--- src/rtl/sup_wd_pkg.sv ---
package sup_wd_pkg;

    typedef enum logic [1:0] {
        ST_HOLD = 2'd0,
        ST_RUN  = 2'd1,
        ST_LOWV = 2'd2
    } sup_state_t;

    localparam logic [1:0] WD_OFF   = 2'b00;
    localparam logic [1:0] WD_SHORT = 2'b01;
    localparam logic [1:0] WD_MID   = 2'b10;
    localparam logic [1:0] WD_LONG  = 2'b11;

endpackage

--- src/rtl/sup_cs_sync.sv ---
module sup_cs_sync (
    input  logic clk,
    input  logic arst_n,
    input  logic pin,
    output logic fall
);
    logic s1, s2, s3;

    always_ff @(posedge clk or negedge arst_n) begin
        if (!arst_n) begin
            s1 <= 1'b1;
            s2 <= 1'b1;
            s3 <= 1'b1;
        end else begin
            s1 <= pin;
            s2 <= s1;
            s3 <= s2;
        end
    end

    assign fall = s3 & ~s2;
endmodule

--- src/rtl/sup_tick_gen.sv ---
module sup_tick_gen #(
    parameter int PRESCALE = 4
) (
    input  logic clk,
    input  logic arst_n,
    input  logic restart,
    output logic tick
);
    localparam int PRE_W = (PRESCALE > 1) ? $clog2(PRESCALE) : 1;
    localparam logic [PRE_W-1:0] PRE_LAST = PRE_W'(PRESCALE - 1);

    logic [PRE_W-1:0] cnt;

    assign tick = (cnt == PRE_LAST);

    always_ff @(posedge clk or negedge arst_n) begin
        if (!arst_n)      cnt <= '0;
        else if (restart) cnt <= '0;
        else if (tick)    cnt <= '0;
        else              cnt <= cnt + 1'b1;
    end
endmodule

--- src/rtl/sup_wd_reset.sv ---
module sup_wd_reset
    import sup_wd_pkg::*;
#(
    parameter bit ACTIVE_LOW = 1'b1,
    parameter int PRESCALE   = 4,
    parameter int HOLD_TICKS = 6,
    parameter int TO_SHORT   = 5,
    parameter int TO_MID     = 10,
    parameter int TO_LONG    = 20
) (
    input  logic       clk,
    input  logic       power_good,
    input  logic       supply_low,
    input  logic       cs_wdi,
    input  logic [1:0] wd_sel,
    input  logic       flag_clr,
    output logic       rst_out,
    output logic       wd_flag
);
    localparam int TO_MAX = (TO_LONG > TO_MID)
                          ? ((TO_LONG > TO_SHORT) ? TO_LONG : TO_SHORT)
                          : ((TO_MID  > TO_SHORT) ? TO_MID  : TO_SHORT);
    localparam int WD_W   = $clog2(TO_MAX + 1);
    localparam int HOLD_W = $clog2(HOLD_TICKS + 1);
    localparam logic [HOLD_W-1:0] HOLD_LAST = HOLD_W'(HOLD_TICKS - 1);
    localparam logic [WD_W-1:0]   WD_TOP    = WD_W'(TO_MAX);

    sup_state_t        state, state_nxt;
    logic [HOLD_W-1:0] hold_cnt;
    logic [WD_W-1:0]   wd_cnt;
    logic [WD_W-1:0]   to_ticks;
    logic              wd_en;
    logic              tick, kick, restart;
    logic              hold_done, expire;
    logic              rst_active;

    sup_cs_sync u_sync (
        .clk    (clk),
        .arst_n (power_good),
        .pin    (cs_wdi),
        .fall   (kick)
    );

    sup_tick_gen #(.PRESCALE(PRESCALE)) u_tick (
        .clk     (clk),
        .arst_n  (power_good),
        .restart (restart),
        .tick    (tick)
    );

    always_comb begin
        unique case (wd_sel)
            WD_SHORT: to_ticks = WD_W'(TO_SHORT);
            WD_MID:   to_ticks = WD_W'(TO_MID);
            WD_LONG:  to_ticks = WD_W'(TO_LONG);
            default:  to_ticks = WD_W'(TO_MAX);
        endcase
    end
    assign wd_en = (wd_sel != WD_OFF);

    assign hold_done = (state == ST_HOLD) && tick && (hold_cnt == HOLD_LAST);
    assign expire    = (state == ST_RUN) && !supply_low && wd_en && !kick
                       && tick && (wd_cnt >= to_ticks - 1'b1);

    // transitions: T_LOW_ENTER, T_LOW_EXIT, T_HOLD_DONE, T_WD_EXPIRE
    always_comb begin
        state_nxt = state;
        unique case (state)
            ST_HOLD: begin
                if (supply_low)     state_nxt = ST_LOWV;
                else if (hold_done) state_nxt = ST_RUN;
            end
            ST_RUN: begin
                if (supply_low)     state_nxt = ST_LOWV;
                else if (expire)    state_nxt = ST_HOLD;
            end
            ST_LOWV: begin
                if (!supply_low)    state_nxt = ST_HOLD;
            end
            default:                state_nxt = ST_HOLD;
        endcase
    end

    assign restart = (state_nxt != state) || ((state == ST_RUN) && kick);

    always_ff @(posedge clk or negedge power_good) begin
        if (!power_good) state <= ST_HOLD;
        else             state <= state_nxt;
    end

    always_ff @(posedge clk or negedge power_good) begin
        if (!power_good) begin
            hold_cnt <= '0;
            wd_cnt   <= '0;
            wd_flag  <= 1'b0;
        end else begin
            if (state != ST_HOLD || state_nxt != ST_HOLD) hold_cnt <= '0;
            else if (tick)                                hold_cnt <= hold_cnt + 1'b1;

            if (state != ST_RUN || restart || !wd_en)     wd_cnt <= '0;
            else if (tick && wd_cnt < WD_TOP)             wd_cnt <= wd_cnt + 1'b1;

            if (expire)        wd_flag <= 1'b1;
            else if (flag_clr) wd_flag <= 1'b0;
        end
    end

    always_comb begin
        rst_active = (state != ST_RUN);
    end

    generate
        if (ACTIVE_LOW) begin : g_pol_low
            assign rst_out = ~rst_active;
        end else begin : g_pol_high
            assign rst_out = rst_active;
        end
    endgenerate
endmodule

--- config.mk ---
export PLATFORM = sky130hd
export DESIGN_NAME = sup_wd_reset
export DESIGN_NICKNAME = d
export VERILOG_FILES = /design/src/rtl/sup_wd_pkg.sv /design/src/rtl/sup_cs_sync.sv /design/src/rtl/sup_tick_gen.sv /design/src/rtl/sup_wd_reset.sv
export SDC_FILE = /design/constraint.sdc
export NUM_CORES = 1
export LEC_CHECK = 0
export BUFFER_PORTS_ARGS = -buffer_cell sky130_fd_sc_hd__buf_4
export CORE_AREA = 2 2 59 61
export DETAILED_ROUTE_END_ITERATION = 8
export DIE_AREA = 0 0 61 63
export PLACE_DENSITY = 0.44
export SLEW_MARGIN = 15
export SYNTH_ARGS = -nofsm -noshare
export SYNTH_HDL_FRONTEND = slang
export SYNTH_SLANG_ARGS = --single-unit
--- constraint.sdc ---
create_clock -name clk -period 2.64 [get_ports clk]
set_clock_uncertainty 0.15 [all_clocks]
set_input_delay 0.528 -clock clk [delete_from_list [all_inputs] [get_ports clk]]
set_output_delay 0.528 -clock clk [all_outputs]
set_load 0.02 [all_outputs]
After elaboration in Yosys (flattened, before gate mapping). Index checks and enable logic that the tools add are counted.

Output and inout port bits: 2. Input port bits: 7. Register bits after elaboration: 16.

Muxes and demuxes: 15. $add $sub $neg: 4. Reductions and logical operators: 23. Bitwise gates (word level): 3. Equal/unequal tests: 8. $lt $le $gt $ge: 2.

Operators with widths (count): $mux W2 (7); $reduce_bool A2 Y1 (6); $mux W5 (2); $pmux W5 S2 (1); $logic_and A1 B1 Y1 (9); $eq A2 B2 Y1 const B (3); $mux W3 (2); $pmux W2 S3 (1); $add A5 B1 Y5 const B (1); $ge A5 B5 Y1 (1); $lt A5 B5 Y1 const B (1); $sub A5 B1 Y5 const B (1); $eq A2 B1 Y1 const B (2); $logic_or A1 B1 Y1 (4); $add A3 B1 Y3 const B (1); $eq A3 B3 Y1 const B (1); $logic_not A1 Y1 (3); $add A2 B1 Y2 const B (1); $logic_not A2 Y1 (1); $mux W1 (2); $ne A2 B1 Y1 const B (1); $ne A2 B2 Y1 (1); $not A1 Y1 (2); $and A1 B1 Y1 (1).

Logic depth before layout (Yosys ltp). Gate-level depths: netlist of the first run.

Word-level depth: 14. Mapped depth: 8. Depth with buffers taken out: 8.

Cells and area by module. Synthesis of the first run repeated with hierarchy kept, for this count alone.

Cells, all modules: 94. Area total of the unflattened synthesis: 959.7 um^2.

By module, submodules not included: sup_wd_reset (instances 1, area an instance 788.3 um^2, cells each 85); sup_cs_sync (instances 1, area an instance 92.6 um^2, cells each 4); sup_tick_gen (instances 1, area an instance 78.8 um^2, cells each 5).

Worst setup path before layout of the first run. No wires, ideal clock.

Kind: input to register. Start point: in wd_sel[0]. End point: reg state[0]. Path slack: 324 ps. Arrival time: 2041 ps. Stages on the path: 7. Data required time: 2365 ps. Cell sequence: inv_1 ha_1 ha_1 a211oi_1 o211ai_1 and4_1 a2111oi_0.

Word-level cells in the longest chain between the ends: 8. Elaborated cells on any way between the ends: 13. Those cells by class: add/sub (1); order compare (1); eq/ne (2); mux (4); reduce/logical (5).

Ends and longest elaborated chain: start: declaration (RTL line sup_wd_reset.sv:15) `input logic [1:0] wd_sel,`; $eq A2 B2 Y1, or another cell as far along (RTL line sup_wd_reset.sv:52) `unique case (wd_sel)`; $pmux W5 S2 / $logic_and A1 B1 Y1 (equally long branches) (RTL line sup_wd_reset.sv:52, sup_wd_reset.sv:62); $sub A5 B1 Y5 / $logic_and A1 B1 Y1 (equally long branches) (RTL line sup_wd_reset.sv:63, sup_wd_reset.sv:62); $ge A5 B5 Y1 / $logic_and A1 B1 Y1 (equally long branches) (RTL line sup_wd_reset.sv:63) `&& tick && (wd_cnt >= to_ticks - 1'b1);`; $logic_and A1 B1 Y1 (*) (RTL line sup_wd_reset.sv:63); $mux W2 (*) (RTL line sup_wd_reset.sv:75) `else if (expire) state_nxt = ST_HOLD;`; $mux W2 (*) (RTL line sup_wd_reset.sv:74) `if (supply_low) state_nxt = ST_LOWV;`; $pmux W2 S3 (*) (RTL line sup_wd_reset.sv:68) `unique case (state)`; net state_nxt[0] (RTL line sup_wd_reset.sv:28) `sup_state_t state, state_nxt;`; end signal: assignment (RTL line sup_wd_reset.sv:88) `else state <= state_nxt;`; end: declaration (RTL line sup_wd_reset.sv:28).

The timed path passes the listed nets; every way through them passes the cells marked *. A chain may end at the register's enable or synchronous reset.

Worst setup path after layout of the first run.
Start point: in wd_sel[1]. End point: reg state[0].

The elaborated chain is that of the path after synthesis.

==> results of run 1 <==
[layout make-up]
cell class,count,share of cell area [%]
multi-input combinational,62,44.8
clock buffer,4,3.33
timing repair buffer,9,6.42
tap,46,5.28
sequential,16,37.0
inverter,9,3.10
[routing by layer]
metal | vias up | track usage (%)
met2 | 8 | 15.9
met4 | 0 | 3.26
li1 | 331 | -
met3 | 2 | 4.35
met5 | - | 0
met1 | 290 | 14.0
[power by group through the flow]
stage	clock network, mW	registers (mW)	logic, mW
2_1_floorplan	0	0.262	0.0295
3_3_place_gp	0	0.263	0.0490
3_5_place_dp	0	0.263	0.0494
4_1_cts	0.177	0.258	0.0508
5_1_grt	0.188	0.260	0.0590
6_report	0.165	0.258	0.0496
[critical path: cells and delay by family]
| kind | cells | cell delay, ns |
|---|---|---|
| AO/OA/AOI/OAI | 3 | 0.76 |
| AND/OR/NAND/NOR | 1 | 0.23 |
| adder cells (fa/ha/maj) | 2 | 0.55 |
| buffers and inverters | 2 | 0.20 |
[kinds of logic after synthesis]
| kind of cell | share of synthesized area [%] |
|---|---|
| adder cells (fa/ha/maj) | 17.5 |
| flip-flops | 43.4 |
| multiplexers | 1.21 |
| XOR/XNOR | 4.71 |
| AO/OA/AOI/OAI | 11.4 |
| buffers and inverters | 4.03 |
| AND/OR/NAND/NOR | 17.7 |
[path summary, 6_finish.rpt]
path,start,endpoint,slack [ns],cells after the start
worst min register to register,u_sync.s1$_DFF_PN1_,u_sync.s2$_DFF_PN1_,0.21,0
worst max-delay path,wd_sel[1],state[0]$_DFF_PN0_,0.38,8
worst max register to register,wd_cnt[4]$_DFFE_PN0P_,state[0]$_DFF_PN0_,0.65,5
worst min-delay path,cs_wdi,u_sync.s1$_DFF_PN1_,0.19,1
min in group asynchronous,power_good,wd_flag$_DFFE_PN0P_,0.47,2
max in group asynchronous,power_good,u_sync.s1$_DFF_PN1_,1.61,2
[flip-flops by register name, indices dropped and copies added (netlist names)]
signal and flops:
hold_cnt 3, u_sync.s3 1, u_tick.cnt 2, u_sync.s2 1, u_sync.s1 1, wd_cnt 5
state 2, wd_flag 1
[layout by cell type, fill, tap and decap left out, drive strengths merged, types with 2 or more instances in the layout]
| cell | netlist | final |
|---|---|---|
| ha | 13 | 13 |
| dfrtp | 13 | 13 |
| inv | 9 | 9 |
| buf | 1 | 8 |
| nor2 | 8 | 8 |
| nand2 | 6 | 6 |
| nand3 | 5 | 5 |
| clkbuf | 0 | 4 |
| nor2b | 3 | 3 |
| xor2 | 3 | 3 |
| dfstp | 3 | 3 |
| a211oi | 2 | 2 |
| o21ai | 2 | 2 |
| nor3 | 2 | 2 |
| xnor2 | 2 | 2 |
[stage by stage]
step                std cells  setup WS, ns  power, mW  util [%]  instance area (sq um)
floorplan                  88         0.324      0.291         -                    931
CTS                       146         0.390      0.486      33.8                   1090
global placement          141         0.126      0.312      32.3                   1040
global route              146        0.0846      0.507      33.8                   1090
finish                    146         0.383      0.473      33.8                   1090
detailed placement        141        0.0698      0.312      32.3                   1040
[timing repair]
item                                    CTS  global route
hold buffers                              1             0
hold endpoints to repair                 13             0
resized for setup                         0             0
endpoints found under the setup margin    0             0
==> results.md, run 1 <==
- Outcome: completed
- Initial antenna violation count: 0
- Routed Wire Length: between 1500 and 2000 um
- ANT nets after route: 0
- Die Y: between 60 and 70 um
- Met2 WL: 729 um
- CTS tree: done
- Synth top area share: 34.9%
- Area of the multi-input gates: around 490 sq um
- Critical path endpoint category: flop
- Synth Flop Type: dfrtp_1
- Req. time, crit path: 2.66 ns
- Clk buf depth: 2
- Crit path kind: primary input to flop
- Hold Path Class: primary input to flop
- Overall routing resource usage: 10.7%
- Final setup violation count: 0
- Syn Inst Count: 88
- Post-DP HPWL: approximately 1200 um
- Area Growth Syn to Fin: 17.2%
- CTS Buf Count: 3
- DRC: 0
- Layout cells sized above 1: 23.0%
- WP data arrival: roughly 2.3 ns
- Total net switching power: 0.113 mW
- Final hold slack: around 0.19 ns
- First-pass GRT wire length: 3060 um
- Tmin final: 2.26 ns
- Pint: 0.359 mW
- Max-slew headroom: 64.2%
- Clock network power share: 34.9%
- H-tree depth: 1
- RSZ-0062 raised after global routing: no
- Sequential area share after synthesis: 43.4%
- Post-CTS setup buffers: 0
- Root Buffer Master: clkbuf_4
- Die area: 3840 sq um
- Max layer used: met4
- Max-cap violations: 0
- Crit Path Max Fanout: 3
- GR Overflow Total: 0
- WL per Instance: 11.2 um
- 1st-pass router iterations: 3
- Async set-reset flop share out of synthesis: 100%
- Placer's final routability congestion estimate: about 0.66
- Synth Cell Area: 931 sq um
- VDD IR max: approximately 160 uV
- Syn Area/Cell: 10.6 sq um
- # IOs: 9
- Fmax: 0.443 GHz
- Yosys Warn Count: 0
- Switching share of power: a little under a quarter
- Row Count: 21
- Yosys top cell by area: dfrtp_1
- Worst-Margin Slew: 0.538 ns
- Flop pwr share: 54.6%
- Core Footprint: 3230 sq um
- Critical Path Slowest Stage Cell: a2111oi_0
- Diode count: 0
- Vias/cell: 4.32
- Iter 0 DRT Violations: 9
- CP max stage delay: 0.39 ns
- Startpoint Class: primary input
- Reg clk slew, reported paths: 0.10 ns
- Final period util: 85.5%
- Met3 routed WL: 59 um
- Largest net degree at the start of global routing: 17
- Number of flops mapped to enable cells by yosys: 0
- Die width: 61 um
- CP most frequent cell: ha_1
- Fin nets: 121
- DR vias: between 600 and 700
- Worst-Skew Late Latency: 0.29 ns
- Leakage: 0.487 nW
- Yosys cell types: 31
- Number of port buffers: 8
- Fin. max-slew vios: 0
- PwrDens: 433 nW/um^2
- FF+latch count, synth: 16
- Most common library cells after synthesis: dfrtp_1, ha_1, inv_1
- Wire length on met1: 831 um
- Register Area: 404 sq um
- Vias in the first global route: ~660
- Cell-by-cell trace of the critical path: buf_4 -> inv_1 -> ha_1 -> ha_1 -> a211oi_1 -> o211ai_1 -> and4_1 -> a2111oi_0
- Part of the power in combinational logic: 10.5%
- Effective utilization at floorplan: approximately 29%
- Top cells by area, synth: dfrtp_1, ha_1, dfstp_2, inv_1, xor2_1
- Final Hold Vio Count: 0
- TNS Setup: 0 ns
- Fill cells: 340
- Clock Sinks: 16
- Syn Nets: about 110
Note: power is estimated with default switching activity, not from simulation.
==> run 2, diff against run 1 <==
- CORE_AREA: 2 2 59 61 -> 2 2 53 55
- DIE_AREA: 0 0 61 63 -> 0 0 55 57
- PLACE_DENSITY: 0.44 -> 0.53
==> run 2 against run 1 <==
Compared with the run above:
- sequential power about the same
- via count up 0.79%
- die area down 18%
- critical path depth unchanged
- combinational power about the same
- power up 0.39%
- sequential cell count unchanged
- hold slack about the same
- critical path type unchanged
- largest power group unchanged
- highest routed layer is now met3
==> results.md, run 2 (synthesis gave the netlist of run 1 again) <==
- ANT nets after route: 0 (unchanged)
- Core Footprint: 2620 sq um (-19%)
- Leakage: 0.487 nW (unchanged)
- Diode count: 0 (unchanged)
- Post-CTS setup buffers: 0 (unchanged)
- Largest register FFs: 5 (unchanged)
- Most flops, register: wd_cnt
- Largest regs: wd_cnt x5, hold_cnt x3
- Fill cells: 274 (-19%)
- Routed Wire Length: 1580 um (-3.1%)
- Total net switching power: 0.115 mW (+1.6%)
- First-pass GRT wire length: 2890 um (-5.4%)
- Largest net degree at the start of global routing: 17 (unchanged)
- Reg clk slew, reported paths: 0.10 ns (about the same)
- Clk buf depth: 2 (unchanged)
- Hold Path Class: primary input to flop
- Final Hold Vio Count: 0 (unchanged)
- Crit path kind: primary input to flop
- Placement Cell Area: 1030 sq um (-1.8%)
- Root Buffer Master: clkbuf_4
- Commonest non-fill, non-tap cells in the layout: ha_1, dfrtp_1, inv_1
- CTS Buf Count: 3 (unchanged)
- Area Growth Syn to Fin: 15.2%
- Crit Path Max Fanout: 3 (unchanged)
- Overall routing resource usage: 12.7% (+2.0 points)
- DR vias: 636 (+0.79%)
- Flop pwr share: 54.4% (-0.2 points)
- Placer's final routability congestion estimate: 0.785 (+19%)
- Max-cap violations: 0 (unchanged)
- Vias/cell: 4.85 (+12%)
- RSZ-0062 raised after global routing: no
- Switching share of power: 24.3% (+0.29 points)
- Fin. max-slew vios: 0 (unchanged)
- Iter 0 DRT Violations: 11 (+2)
- Fin area: 1070 sq um (-1.7%)
- 1st-pass router iterations: 4 (+1)
- WP data arrival: 2.27 ns (about the same)
- Max-slew headroom: 64.2% (about the same)
- Outcome: completed
- Die area: 3140 sq um (-18%)
- Startpoint Class: primary input
- Part of the power in combinational logic: 10.4% (about the same)
- Number of port buffers: 8 (unchanged)
- Fin nets: 121 (unchanged)
- Die width: 55 um (-9.8%)
- Initial antenna violation count: 0 (unchanged)
- Worst-Margin Slew: 0.537 ns (-0.000209 ns)
- Final setup violation count: 0 (unchanged)
- Tmin final: 2.25 ns (-0.00408 ns)
- CTS tree: done
- Row Count: 19 (-9.5%)
- Req. time, crit path: 2.66 ns (about the same)
- VDD IR max: 260 uV (+64%)
- PwrDens: 443 nW/um^2 (+2.1%)
- Vias in the first global route: 661 (-0.45%)
- Effective utilization at floorplan: 35.6% (+6.8 points)
- Pint: 0.359 mW (about the same)
- Worst-Skew Late Latency: 0.29 ns (about the same)
- Fmax: 0.444 GHz (+0.18%)
- Resize count post-CTS: 0 (unchanged)
- DRC: 0 (unchanged)
- Hold-fix buffers at CTS: 1 (unchanged)
- Setup slack after layout: 0.387 ns (+0.00408 ns)
- Final period util: 85.3% (-0.15 points)
- GR Overflow Total: 0 (unchanged)
- Layout cells sized above 1: 23.0% (unchanged)
- Critical path endpoint category: flop
- WL per Instance: 12.1 um (+8.0%)
- H-tree depth: 1 (unchanged)
- Pre-CTS WS: 0.0753 ns (+0.00551 ns)
- Clock network power share: 35.2% (+0.3 points)
- Post-DP HPWL: 1220 um (-0.63%)
- Clock Sinks: 16 (unchanged)
- TNS Setup: 0 ns (unchanged)
- Final hold slack: 0.192 ns (-0.0000520 ns)
- Die Y: 57 um (-9.5%)
- # IOs: 9 (unchanged)
-- run 2: stage by stage --
step                      util (%)  power [mW]  instances
after global routing          41.0       0.506        131
after CTS                     41.0       0.487        131
after detailed placement      39.2       0.312        126
after global placement        39.2       0.311        126
final                         41.0       0.475        131
after floorplan                  -       0.291         88
-- run 2: per-layer routing --
layer / up-vias / track usage, % / share of wire, % / routed length [um]
met5: - / 0 / 0 / 0
met4: 0 / 3.14 / 0 / 0
met3: 0 / 3.93 / 2.8 / 45
met2: 6 / 20.2 / 47 / 740
met1: 301 / 16.5 / 50 / 798
li1: 329 / - / - / -
-- run 2: power groups by stage --
stage | registers (mW) | clock network (mW) | logic [mW]
after detailed placement | 0.263 | 0 | 0.0494
final | 0.258 | 0.167 | 0.0495
after global placement | 0.263 | 0 | 0.0481
after floorplan | 0.262 | 0 | 0.0295
after CTS | 0.258 | 0.178 | 0.0506
after global routing | 0.259 | 0.189 | 0.0569
-- run 2: area by class of cell --
class                      instances  area (sq um)  area share, %
timing repair buffer               9          70.1           6.53
clock buffer                       4          36.3           3.38
multi-input combinational         62           489           45.6
sequential                        16           404           37.7
tap                               31          38.8           3.62
inverter                           9          33.8           3.15
-- run 2: final timing paths --
kind	startpoint	cells after the start	slack [ns]	end
setup / recovery	wd_sel[0]	8	0.39	state[0]$_DFF_PN0_
hold / removal	cs_wdi	1	0.19	u_sync.s1$_DFF_PN1_
setup reg to reg	wd_cnt[4]$_DFFE_PN0P_	5	0.65	state[0]$_DFF_PN0_
hold reg to reg	u_sync.s1$_DFF_PN1_	0	0.21	u_sync.s2$_DFF_PN1_
max in group asynchronous	power_good	2	1.61	u_sync.s3$_DFF_PN1_
min in group asynchronous	power_good	2	0.47	wd_flag$_DFFE_PN0P_
-- run 2: critical path, cell delays in order --
cell       delay [ns]
buf_4            0.10
inv_1            0.05
ha_1             0.31
ha_1             0.30
a211oi_1         0.21
o211ai_1         0.18
and4_1           0.23
a2111oi_0        0.37
==> run 3, diff against run 2 <==
- ABC_AREA: unset -> 1
- CORE_AREA: 2 2 53 55 -> 2 2 54 56
- DIE_AREA: 0 0 55 57 -> 0 0 56 58
- PLACE_DENSITY: 0.53 -> 0.52
==> run 3 against run 2 <==
Compared with the run above:
- global-route usage fell by 1.1 points
- routed wire length rose by 0.19%
- critical path depth rose by 5
- fmax rose by 18%
- via count rose by 11%
- power fell by 1.6%
- utilization barely moved
- non-clock buffer count did not move
- sequential power barely moved
- largest cell class unchanged
==> results.md, run 3 <==
- Outcome: completed
- RSZ-0062 raised after global routing: no
- Post-DP HPWL: 1270 um (+3.6%)
- Root Buffer Master: clkbuf_4
- PwrDens: 428 nW/um^2 (-3.3%)
- Resize count post-CTS: 0 (unchanged)
- First-pass GRT wire length: 2900 um (+0.24%)
- CTS tree: done
- Routed Wire Length: 1590 um (+0.19%)
- Largest net degree at the start of global routing: 17 (unchanged)
- Commonest non-fill, non-tap cell in the layout: nand2_1
- Clock Sinks: 16 (unchanged)
- Synth Cell Area: 953 sq um (+2.4%)
- Worst-Skew Late Latency: 0.28 ns (about the same)
- Number of flops mapped to enable cells by yosys: 0 (unchanged)
- Most flops, register: wd_cnt
- 1st-pass router iterations: 2 (-2)
- Effective utilization at floorplan: 35.8% (+0.21 points)
- Die area: 3250 sq um (+3.6%)
- Largest regs: wd_cnt x5, hold_cnt x3
- Area Growth Syn to Fin: 14.4%
- Core Util, Final: 41.0% (about the same)
- Crit Path Max Fanout: 5 (+2)
- Largest register FFs: 5 (unchanged)
- Fmax: 0.523 GHz (+18%)
- Synth top area share: 34.1% (-0.83 points)
- Critical path endpoint category: flop
- Yosys cell types: 23 (-26%)
- Diode count: 0 (unchanged)
- Die Y: 58 um (+1.8%)
- Layout cells sized above 1: 18.0% (-5.0 points)
- Hold-fix buffers at CTS: 1 (unchanged)
- Vias in the first global route: 698 (+5.6%)
- GR Overflow Total: 0 (unchanged)
- Max-cap violations: 0 (unchanged)
- CTS Buf Count: 3 (unchanged)
- Final Hold Vio Count: 0 (unchanged)
- Final setup violation count: 0 (unchanged)
- Crit path kind: primary input to flop
- Number of port buffers: 8 (unchanged)
- WL per Instance: 10.4 um (-14%)
- Post-CTS setup buffers: 0 (unchanged)
- WP data arrival: 1.94 ns (-0.33 ns)
- DR vias: 705 (+11%)
- Req. time, crit path: 2.66 ns (about the same)
- Most common library cells after synthesis: nand2_1, inv_1, nor2_1
- Tmin final: 1.91 ns (-0.342 ns)
- Hold Path Class: primary input to flop
- Syn Inst Count: 110 (+25%)
- Fin. max-slew vios: 0 (unchanged)
- Fin nets: 143 (+18%)
- Iter 0 DRT Violations: 8 (-3)
- Clk buf depth: 2 (unchanged)
- Placement Cell Area: 1040 sq um (+1.8%)
- Placer's final routability congestion estimate: 0.814 (+3.7%)
- Async set-reset flop share out of synthesis: 100% (unchanged)
- TNS Setup: 0 ns (unchanged)
- Final period util: 72.4% (-13 points)
- Overall routing resource usage: 11.5% (-1.1 points)
- Yosys Warn Count: 0 (unchanged)
- Yosys top cell by area: dfrtp_1
- DRC: 0 (unchanged)
- Sequential area share after synthesis: 42.4% (-1.0 points)
- Fin area: 1090 sq um (+1.8%)
- ANT nets after route: 0 (unchanged)
- Commonest non-fill, non-tap cells in the layout: nand2_1, inv_1, nor2_1
- Top cells by area, synth: dfrtp_1, ha_1, dfstp_2, nand2_1, inv_1
- Reg clk slew, reported paths: 0.09 ns (about the same)
- FF+latch count, synth: 16 (unchanged)
- Synth Flop Type: dfrtp_1
- Row Count: 19 (unchanged)
- Max-slew headroom: 79.3% (+15 points)
- VDD IR max: 391 uV (+50%)
- Syn Area/Cell: 8.67 sq um (-18%)
- Leakage: 0.563 nW (+16%)
- Die width: 56 um (+1.8%)
- # IOs: 9 (unchanged)
- Syn Nets: 130 (+20%)
- Count leader, synth: nand2_1
- Core Footprint: 2660 sq um (+1.8%)
- Worst-Margin Slew: 0.311 ns (-0.227 ns)
- Initial antenna violation count: 0 (unchanged)
- Vias/cell: 4.61 (-5.1%)
- Startpoint Class: primary input
- H-tree depth: 1 (unchanged)
run 3: changes by cell type in the layout (fill, tap and decap cells not counted), sizes merged, moves of 2 or more:
cell | before | now
inv | 9 | 19
nand2 | 6 | 22
nor2b | 3 | 0
nor2 | 8 | 17
a211oi | 2 | 0
o21ai | 2 | 4
run 3: path summary, 6_finish.rpt:
kind | from | slack [ns] | depth (start not counted) | to
setup / recovery | wd_sel[1] | 0.73 | 13 | wd_cnt[0]$_DFFE_PN0P_
hold / removal | cs_wdi | 0.20 | 1 | u_sync.s1$_DFF_PN1_
setup reg to reg | wd_cnt[2]$_DFFE_PN0P_ | 0.98 | 10 | wd_cnt[1]$_DFFE_PN0P_
hold reg to reg | u_sync.s1$_DFF_PN1_ | 0.21 | 0 | u_sync.s2$_DFF_PN1_
max in group asynchronous | power_good | 1.61 | 2 | u_sync.s2$_DFF_PN1_
min in group asynchronous | power_good | 0.48 | 2 | hold_cnt[1]$_DFFE_PN0P_
run 3: per-stage QoR:
stage          std cells  setup WS (ns)  power [mW]  hold WS, ns
3_5_place_dp         148          0.422       0.315        0.198
3_3_place_gp         148          0.494       0.312        0.200
2_1_floorplan        110          0.671       0.295       0.0824
4_1_cts              153          0.725       0.479        0.186
5_1_grt              153          0.568       0.493        0.183
6_report             153          0.729       0.467        0.200
run 3: worst max-delay path, cell delays in order:
cell     delay [ns]
buf_4          0.11
inv_1          0.09
ha_1           0.26
ha_1           0.30
nand2_1        0.07
nor2_1         0.10
nand2_1        0.05
nand3_1        0.06
nand2_1        0.08
nand2_2        0.08
nand2_2        0.05
nand3_2        0.10
nor2_1         0.05
run 3: area by class of cell:
type                       count  area (sq um)
multi-input combinational     74           470
inverter                      19          71.3
tap                           31          38.8
timing repair buffer           9          70.1
sequential                    16           404
clock buffer                   4          36.3
fill                         281          1570
run 3: cells by family after synthesis:
kind of cell | after synthesis | share of synthesized area, %
simple gates | 48 | 22.4
buf+inv | 20 | 8.27
flops | 16 | 42.4
fa+ha+maj | 13 | 17.1
compound gates | 8 | 5.25
xor+xnor | 5 | 4.59
run 3: where the power goes:
part / leakage (nW) / internal (mW) / total, mW / switching (mW)
logic: 0.333 / 0.0224 / 0.0526 / 0.0302
clock network: 0.0210 / 0.0839 / 0.156 / 0.0724
registers: 0.209 / 0.254 / 0.258 / 0.00377
total: 0.563 / 0.361 / 0.467 / 0.106
run 3: metal layers:
metal | vias up | wire length (um) | share of wire (%) | track usage [%]
met5 | - | 0 | 0 | 0
met4 | 0 | 10 | 0.63 | 5.10
met3 | 2 | 29 | 1.8 | 2.01
met2 | 5 | 871 | 55 | 21.8
met1 | 330 | 676 | 43 | 12.6
li1 | 368 | - | - | -
